--- src/rtl/hba_regs_pkg.sv ---
package hba_regs_pkg;
  localparam int NREGS = 16;
  localparam int IDX_W = 4;

  localparam logic [3:0] IX_TC0    = 4'd0;
  localparam logic [3:0] IX_TC1    = 4'd1;
  localparam logic [3:0] IX_STATUS = 4'd4;
  localparam logic [3:0] IX_REASON = 4'd5;
  localparam logic [3:0] IX_STEP   = 4'd6;
  localparam logic [3:0] IX_CFGA   = 4'd8;
  localparam logic [3:0] IX_CHIPID = 4'd14;

  localparam int ST_PEND = 7;
  localparam int ST_TCZ  = 4;
  localparam logic [7:0] STEP_AFTER_ACK = 8'h04;

  // register index from a byte address
  function automatic logic [IDX_W-1:0] idx_of(input logic [31:0] a, input int sh);
    logic [31:0] s;
    s = a >> sh;
    return s[IDX_W-1:0];
  endfunction

  // host writes that also land in the read-side array
  function automatic logic mirrors_read(input logic [IDX_W-1:0] i);
    return (i == IX_CFGA) || (i >= 4'd11);
  endfunction

  function automatic logic [7:0] rd_reset_val(input int i);
    if (i == int'(IX_CFGA))   return 8'h07;
    if (i == int'(IX_CHIPID)) return 8'h04;
    return 8'h00;
  endfunction
endpackage

--- src/rtl/hba_addr_dec.sv ---
module hba_addr_dec
  import hba_regs_pkg::*;
#(
  parameter int ADDR_W = 8,
  parameter int SHIFT  = 2
) (
  input  logic [ADDR_W-1:0] bus_addr,
  input  logic              rd_en,
  input  logic              wr_en,
  output logic [IDX_W-1:0]  idx,
  output logic              ack_rd,
  output logic              tc_wr,
  output logic              mirror_wr
);
  always_comb begin
    idx       = idx_of(32'(bus_addr), SHIFT);
    ack_rd    = rd_en && (idx == IX_REASON);
    tc_wr     = wr_en && ((idx == IX_TC0) || (idx == IX_TC1));
    mirror_wr = wr_en && mirrors_read(idx);
  end
endmodule

--- src/rtl/hba_wr_bank.sv ---
module hba_wr_bank
  import hba_regs_pkg::*;
(
  input  logic                 clk,
  input  logic                 rst_n,
  input  logic                 soft_rst,
  input  logic                 wr_en,
  input  logic [IDX_W-1:0]     idx,
  input  logic [7:0]           wr_data,
  output logic [NREGS*8-1:0]   wreg_file
);
  for (genvar g = 0; g < NREGS; g++) begin : g_slot
    always_ff @(posedge clk or negedge rst_n) begin
      if (!rst_n)
        wreg_file[g*8 +: 8] <= 8'h00;
      else if (soft_rst)
        wreg_file[g*8 +: 8] <= 8'h00;
      else if (wr_en && (idx == IDX_W'(g)))
        wreg_file[g*8 +: 8] <= wr_data;
    end
  end
endmodule

--- src/rtl/hba_rd_bank.sv ---
module hba_rd_bank
  import hba_regs_pkg::*;
(
  input  logic              clk,
  input  logic              rst_n,
  input  logic              soft_rst,
  input  logic [IDX_W-1:0]  idx,
  input  logic              rd_en,
  input  logic              ack_rd,
  input  logic              tc_wr,
  input  logic              mirror_wr,
  input  logic [7:0]        wr_data,
  input  logic              ev_valid,
  input  logic [6:0]        ev_status,
  input  logic [7:0]        ev_reason,
  input  logic [7:0]        ev_step,
  output logic [7:0]        rd_data,
  output logic              irq
);
  logic [7:0] rregs [NREGS];
  logic       irq_q;

  always_ff @(posedge clk or negedge rst_n) begin
    if (!rst_n) begin
      for (int i = 0; i < NREGS; i++) rregs[i] <= rd_reset_val(i);
      irq_q <= 1'b0;
    end else if (soft_rst) begin
      for (int i = 0; i < NREGS; i++) rregs[i] <= rd_reset_val(i);
      irq_q <= 1'b0;
    end else begin
      if (mirror_wr) rregs[idx] <= wr_data;
      if (tc_wr) rregs[IX_STATUS][ST_TCZ] <= 1'b0;
      if (ack_rd) begin
        rregs[IX_REASON]          <= 8'h00;
        rregs[IX_STATUS][ST_TCZ]  <= 1'b0;
        rregs[IX_STATUS][ST_PEND] <= 1'b0;
        rregs[IX_STEP]            <= STEP_AFTER_ACK;
        irq_q                     <= 1'b0;
      end
      if (ev_valid) begin
        rregs[IX_STATUS] <= {1'b1, ev_status};
        rregs[IX_REASON] <= ev_reason;
        rregs[IX_STEP]   <= ev_step;
        irq_q            <= 1'b1;
      end
    end
  end

  assign rd_data = rd_en ? rregs[idx] : 8'h00;
  assign irq     = irq_q;

  assert_irq_tracks_flag_R11: assert property (@(posedge clk) disable iff (!rst_n)
    irq_q == rregs[IX_STATUS][ST_PEND]);
  assert_event_raises_R3: assert property (@(posedge clk) disable iff (!rst_n)
    (ev_valid && !soft_rst) |=> irq_q);
  assert_ack_clears_R5: assert property (@(posedge clk) disable iff (!rst_n)
    (ack_rd && !ev_valid && !soft_rst) |=>
      (!irq_q && rregs[IX_REASON] == 8'h00 && rregs[IX_STEP] == STEP_AFTER_ACK));
  assert_event_beats_ack_R6: assert property (@(posedge clk) disable iff (!rst_n)
    (ack_rd && ev_valid && !soft_rst) |=> (irq_q && rregs[IX_STATUS][ST_PEND]));
  assert_tc_write_clears_R7: assert property (@(posedge clk) disable iff (!rst_n)
    (tc_wr && !ev_valid && !soft_rst) |=> !rregs[IX_STATUS][ST_TCZ]);
  assert_soft_reset_R10: assert property (@(posedge clk) disable iff (!rst_n)
    soft_rst |=> (!irq_q && rregs[IX_CFGA] == 8'h07 && rregs[IX_CHIPID] == 8'h04));
endmodule

--- src/rtl/hba_intr_regfile.sv ---
module hba_intr_regfile
  import hba_regs_pkg::*;
#(
  parameter int ADDR_W = 8,
  parameter int SHIFT  = 2
) (
  input  logic                clk,
  input  logic                rst_n,
  input  logic                soft_rst,
  input  logic [ADDR_W-1:0]   bus_addr,
  input  logic                rd_en,
  input  logic                wr_en,
  input  logic [7:0]          wr_data,
  output logic [7:0]          rd_data,
  input  logic                ev_valid,
  input  logic [6:0]          ev_status,
  input  logic [7:0]          ev_reason,
  input  logic [7:0]          ev_step,
  output logic                irq,
  output logic [NREGS*8-1:0]  wreg_file
);
  logic [IDX_W-1:0] idx;
  logic             ack_rd;
  logic             tc_wr;
  logic             mirror_wr;

  hba_addr_dec #(.ADDR_W(ADDR_W), .SHIFT(SHIFT)) u_dec (
    .bus_addr (bus_addr),
    .rd_en    (rd_en),
    .wr_en    (wr_en),
    .idx      (idx),
    .ack_rd   (ack_rd),
    .tc_wr    (tc_wr),
    .mirror_wr(mirror_wr)
  );

  hba_wr_bank u_wr (
    .clk      (clk),
    .rst_n    (rst_n),
    .soft_rst (soft_rst),
    .wr_en    (wr_en),
    .idx      (idx),
    .wr_data  (wr_data),
    .wreg_file(wreg_file)
  );

  hba_rd_bank u_rd (
    .clk      (clk),
    .rst_n    (rst_n),
    .soft_rst (soft_rst),
    .idx      (idx),
    .rd_en    (rd_en),
    .ack_rd   (ack_rd),
    .tc_wr    (tc_wr),
    .mirror_wr(mirror_wr),
    .wr_data  (wr_data),
    .ev_valid (ev_valid),
    .ev_status(ev_status),
    .ev_reason(ev_reason),
    .ev_step  (ev_step),
    .rd_data  (rd_data),
    .irq      (irq)
  );
endmodule

--- config.mk ---
export PLATFORM = sky130hd
export DESIGN_NAME = hba_intr_regfile
export DESIGN_NICKNAME = d
export VERILOG_FILES = /design/src/rtl/hba_regs_pkg.sv /design/src/rtl/hba_addr_dec.sv /design/src/rtl/hba_wr_bank.sv /design/src/rtl/hba_rd_bank.sv /design/src/rtl/hba_intr_regfile.sv
export SDC_FILE = /design/constraint.sdc
export NUM_CORES = 1
export LEC_CHECK = 0
export BUFFER_PORTS_ARGS = -buffer_cell sky130_fd_sc_hd__buf_2
export CORE_ASPECT_RATIO = 1.1
export CORE_MARGIN = 2
export CORE_UTILIZATION = 56
export CTS_CLUSTER_DIAMETER = 50
export DETAILED_ROUTE_END_ITERATION = 10
export GPL_TIMING_DRIVEN = 0
export PLACE_DENSITY = 0.9
export SLEW_MARGIN = 10
export SYNTH_ARGS = -nofsm -noshare
export SYNTH_HDL_FRONTEND = slang
export SYNTH_SLANG_ARGS = --single-unit
--- constraint.sdc ---
create_clock -name clk -period 2 [get_ports clk]
set_input_delay 0.4 -clock clk [delete_from_list [all_inputs] [get_ports clk]]
set_output_delay 0.4 -clock clk [all_outputs]
set_load 0.05 [all_outputs]
==> summary.md <==
| Metric | Value |
|---|---|
| Run status | finished, violations left |
| Failing checks | negative setup slack |
| Max Cap Viol | 0 |
| Fin. max-slew vios | 0 |
| Die width | 137 um |
| Post-synth top area share | 0.583 |
| Met1 GRT Util | 0.409 |
| Sw frac | 0.252 |
| Most common cell on crit path | buf_4 |
| Clock transition at path regs | approximately 60 ps |
| Main area contributors after synthesis | dfrtp_1, mux2i_1, nand2_1, a21oi_1, nor2b_1 |
| Final Util | 0.706 |
| Row cnt | 53 |
| DIE HEIGHT | 150 um |
| Worst hold endpoint | u_rd.rregs[82] |
| Post-DP Area | 12,200 um2 |
| WP data required | 1600 ps |
| Critical path launch point type | flop |
| RR Startpoint | u_rd.rregs[15] |
| Commonest non-fill, non-tap cell in the layout | dfrtp_1 |
| Clock skew | 0 ps |
| Synth unique cells | 40 |
| Syn avg cell area | between 10 and 15 um2 |
| Int Pwr | 8.97 mW |
| RSZ-0062 raised after global routing | yes |
| Worst Hold Path Cells | 2 |
| CP Max Fanout | 2 |
| Ordered cell list for the critical path | mux2i_2, a22oi_2, buf_4, nand3_1, o211ai_1, buf_4 |
| Max Clk Rate | 389 MHz |
| Worst hold path class | in -> reg |
| Worst vdd ir | 774 uV |
| Final cell area excluding filler cells | 13,400 um2 |
| Slowest cell on crit path | dfrtp_1 |
| Mapped Nets | 1,031 |
| Commonest non-fill, non-tap cells in the layout | dfrtp_1, nand2_1, buf_2, a21oi_1, mux2i_1 |
| Area of the multi-input gates | 4190 um2 |
| GRT overflow | 0 |
| Setup slack after layout | -574 ps |
| Met3 Use GR | 0.103 |
| Initial antenna violation count | 2 |
| Number of synthesized flops with an enable pin | 0 |
| DRC errors left | 0 |
| Layout Nets | 1,245 |
| Vias in the first global route | 9,213 |
| Starting Density | 0.570 |
| Largest net degree at the start of global routing | 95 |
| Largest delay share family, worst path | buffers and inverters |
| # fillers | 1,189 |
| Htree depth | 1 |
| Leakage | 6.52 nW |
| Area Growth Syn to Fin | 23.9% |
| All-Layer GR Usage | 0.335 |
| Setup violators final | 8 |
| Flop pwr share | 0.444 |
| Core area | 19,000 um2 |
| Clock Sinks | 257 |
| Final min period | between 2000 and 3000 ps |
| Worst slew pin tran | 736 ps |
| Comb pwr share | 0.085 |
| Yosys reg bits | 257 |
| Post-synthesis cell count | 986 |
| Gp weighted congestion | 0.913 |
| Crit-path max cell delay | 420 ps |
| Die footprint | 20,500 um2 |
| Clock power share | 0.471 |
| WS Path Type | reg -> out |
| Top Ports | 182 |
| R2R depth | 4 |
| Vias per std cell | around 6.1 |
| Via count | between 9,000 and 10,000 |
| Pre-antenna DRT Iters | 6 |
| Arrival time at the worst endpoint | 2170 ps |
| Layout cells sized above 1 | 0.273 |
| Initial DRC count | 1,021 |
| R2r endpoint | u_rd.rregs[15] |
| Clk_lat worst skew | between 500 and 600 ps |
| GRT Max-Usage Layer | met2 |
| Synth Flop Type | dfrtp_1 |
| Rel. slew slack | 0.510 |
| CTS tree | yes |
| R2r setup slk | 1050 ps |
| First-pass GRT wire length | 51,600 um |
| Register area share after synthesis | 0.593 |
| Total power | 12.0 mW |
| Avg WL per Cell | about 23 um |
| GR Util met2 | 0.530 |
| Buffers on Ports | 167 |
| Cell area after synthesis | roughly 11,000 um2 |
| Pwr Density | 892 nW/um2 |
| Hold_sp | ev_reason[2] |
| Buf/Inv on CP | 2 |
| Worst setup EP type | primary output |
| Final wirelength | 33,900 um |
| Final Hold Fails | 0 |
| Cell accounting for the most synthesized area | dfrtp_1 |
| Asr flop ratio synth | 1.00 |
| CTS root buffer | clkbuf_16 |
| Crit share post-route | 1.29 |
| Storage cell area | 6440 um2 |
| Net switching power | roughly 3.0 mW |
| Warnings from Yosys | 0 |
| Max Root-Sink Buffers | 3 |
| HPWL after DPL | 21,800 um |
| Total CTS buffers | 28 |
| Final ANT Viol Nets | 0 |
routing by layer:
metal | part of all wire | up-vias
li1 | - | 3772
met1 | 0.35 | 4452
met2 | 0.47 | 604
met3 | 0.11 | 174
met4 | 0.062 | 0
met5 | 0 | -
cell type report:
class	count	share of cell area
repair buffers	186	0.0806
diodes	1	0.000186
inverters	3	0.000838
flip-flops and latches	257	0.479
clock inverters	17	0.0183
plain buffers	75	0.0292
multi-input cells	649	0.312
clock buffers	35	0.0571
well taps	247	0.0230
flip-flops by register name (all words and copies together) (netlist names):
name,count
u_wr.wreg_file,128
u_rd.irq,1
u_rd.rregs,128
kinds of logic (layout without fill, tap and decap cells):
| logic type | after synthesis | count (layout) | synth area share |
|---|---|---|---|
| and+or+nand+nor | 379 | 379 | 0.163 |
| muxes | 109 | 109 | 0.121 |
| DFF | 257 | 257 | 0.593 |
| buffers and inverters | 80 | 316 | 0.0376 |
| other | 0 | 1 | 0 |
| AOI/OAI and AO/OA | 161 | 161 | 0.0857 |
worst max-delay path by stage:
stage | start | to | slack, ps | cells after the start
after floorplan | bus_addr[3] | rd_data[7] | -430 | 7
after global placement | rst_n | u_wr.wreg_file[116] | -3860 | 1
after detailed placement | bus_addr[5] | rd_data[5] | -590 | 8
after CTS | u_rd.rregs[78] | rd_data[6] | -400 | 4
after global routing | bus_addr[5] | rd_data[7] | -550 | 8
final | u_rd.rregs[63] | rd_data[7] | -570 | 6
synth_stat cells (all sizes together), types with 10 or more instances:
master / instances
mux2i: 86
a22o: 15
a21oi: 123
nor2b: 61
nand2b: 10
buf: 34
dfrtp: 253
nand3: 36
mux4: 17
nand2: 185
a22oi: 11
clkbuf: 43
nor2: 74
power by group through the flow:
| stage | Clock, mW | Sequential, mW | Combinational [mW] |
|---|---|---|---|
| detailed placement | 0 | 5.41 | 0.935 |
| floorplan | 0 | 5.52 | 0.459 |
| CTS | 5.64 | 5.32 | 0.990 |
| finish | 5.65 | 5.33 | 1.02 |
| global route | 5.87 | 5.33 | 1.08 |
| global placement | 0 | 5.41 | 0.902 |
stage by stage:
| stage | worst slack (ps) | hold slack (ps) | TNS [ps] | instances |
|---|---|---|---|---|
| after global placement | -3860 | 453 | -986160 | 1400 |
| after detailed placement | -589 | 463 | -4940 | 1402 |
| after CTS | -405 | 73.5 | -2910 | 1466 |
| after global routing | -547 | 76.8 | -3500 | 1469 |
| after floorplan | -435 | 104 | -864 | 986 |
| final | -574 | 77.8 | -3310 | 1470 |
timing repair:
action,in CTS,in global routing
endpoints found under the hold margin,91,0
setup endpoints to repair,8,8
pin swaps,11,6
setup buffers,13,3
hold buffers,1,0
gates resized for setup,34,6
worst register-to-register path: stages, from the launching register on:
cell and delay (ps):
dfrtp_1 420, buf_4 150, buf_4 120, nand2_1 40, a21oi_1 70
Note: power is estimated with default switching activity, not from simulation.
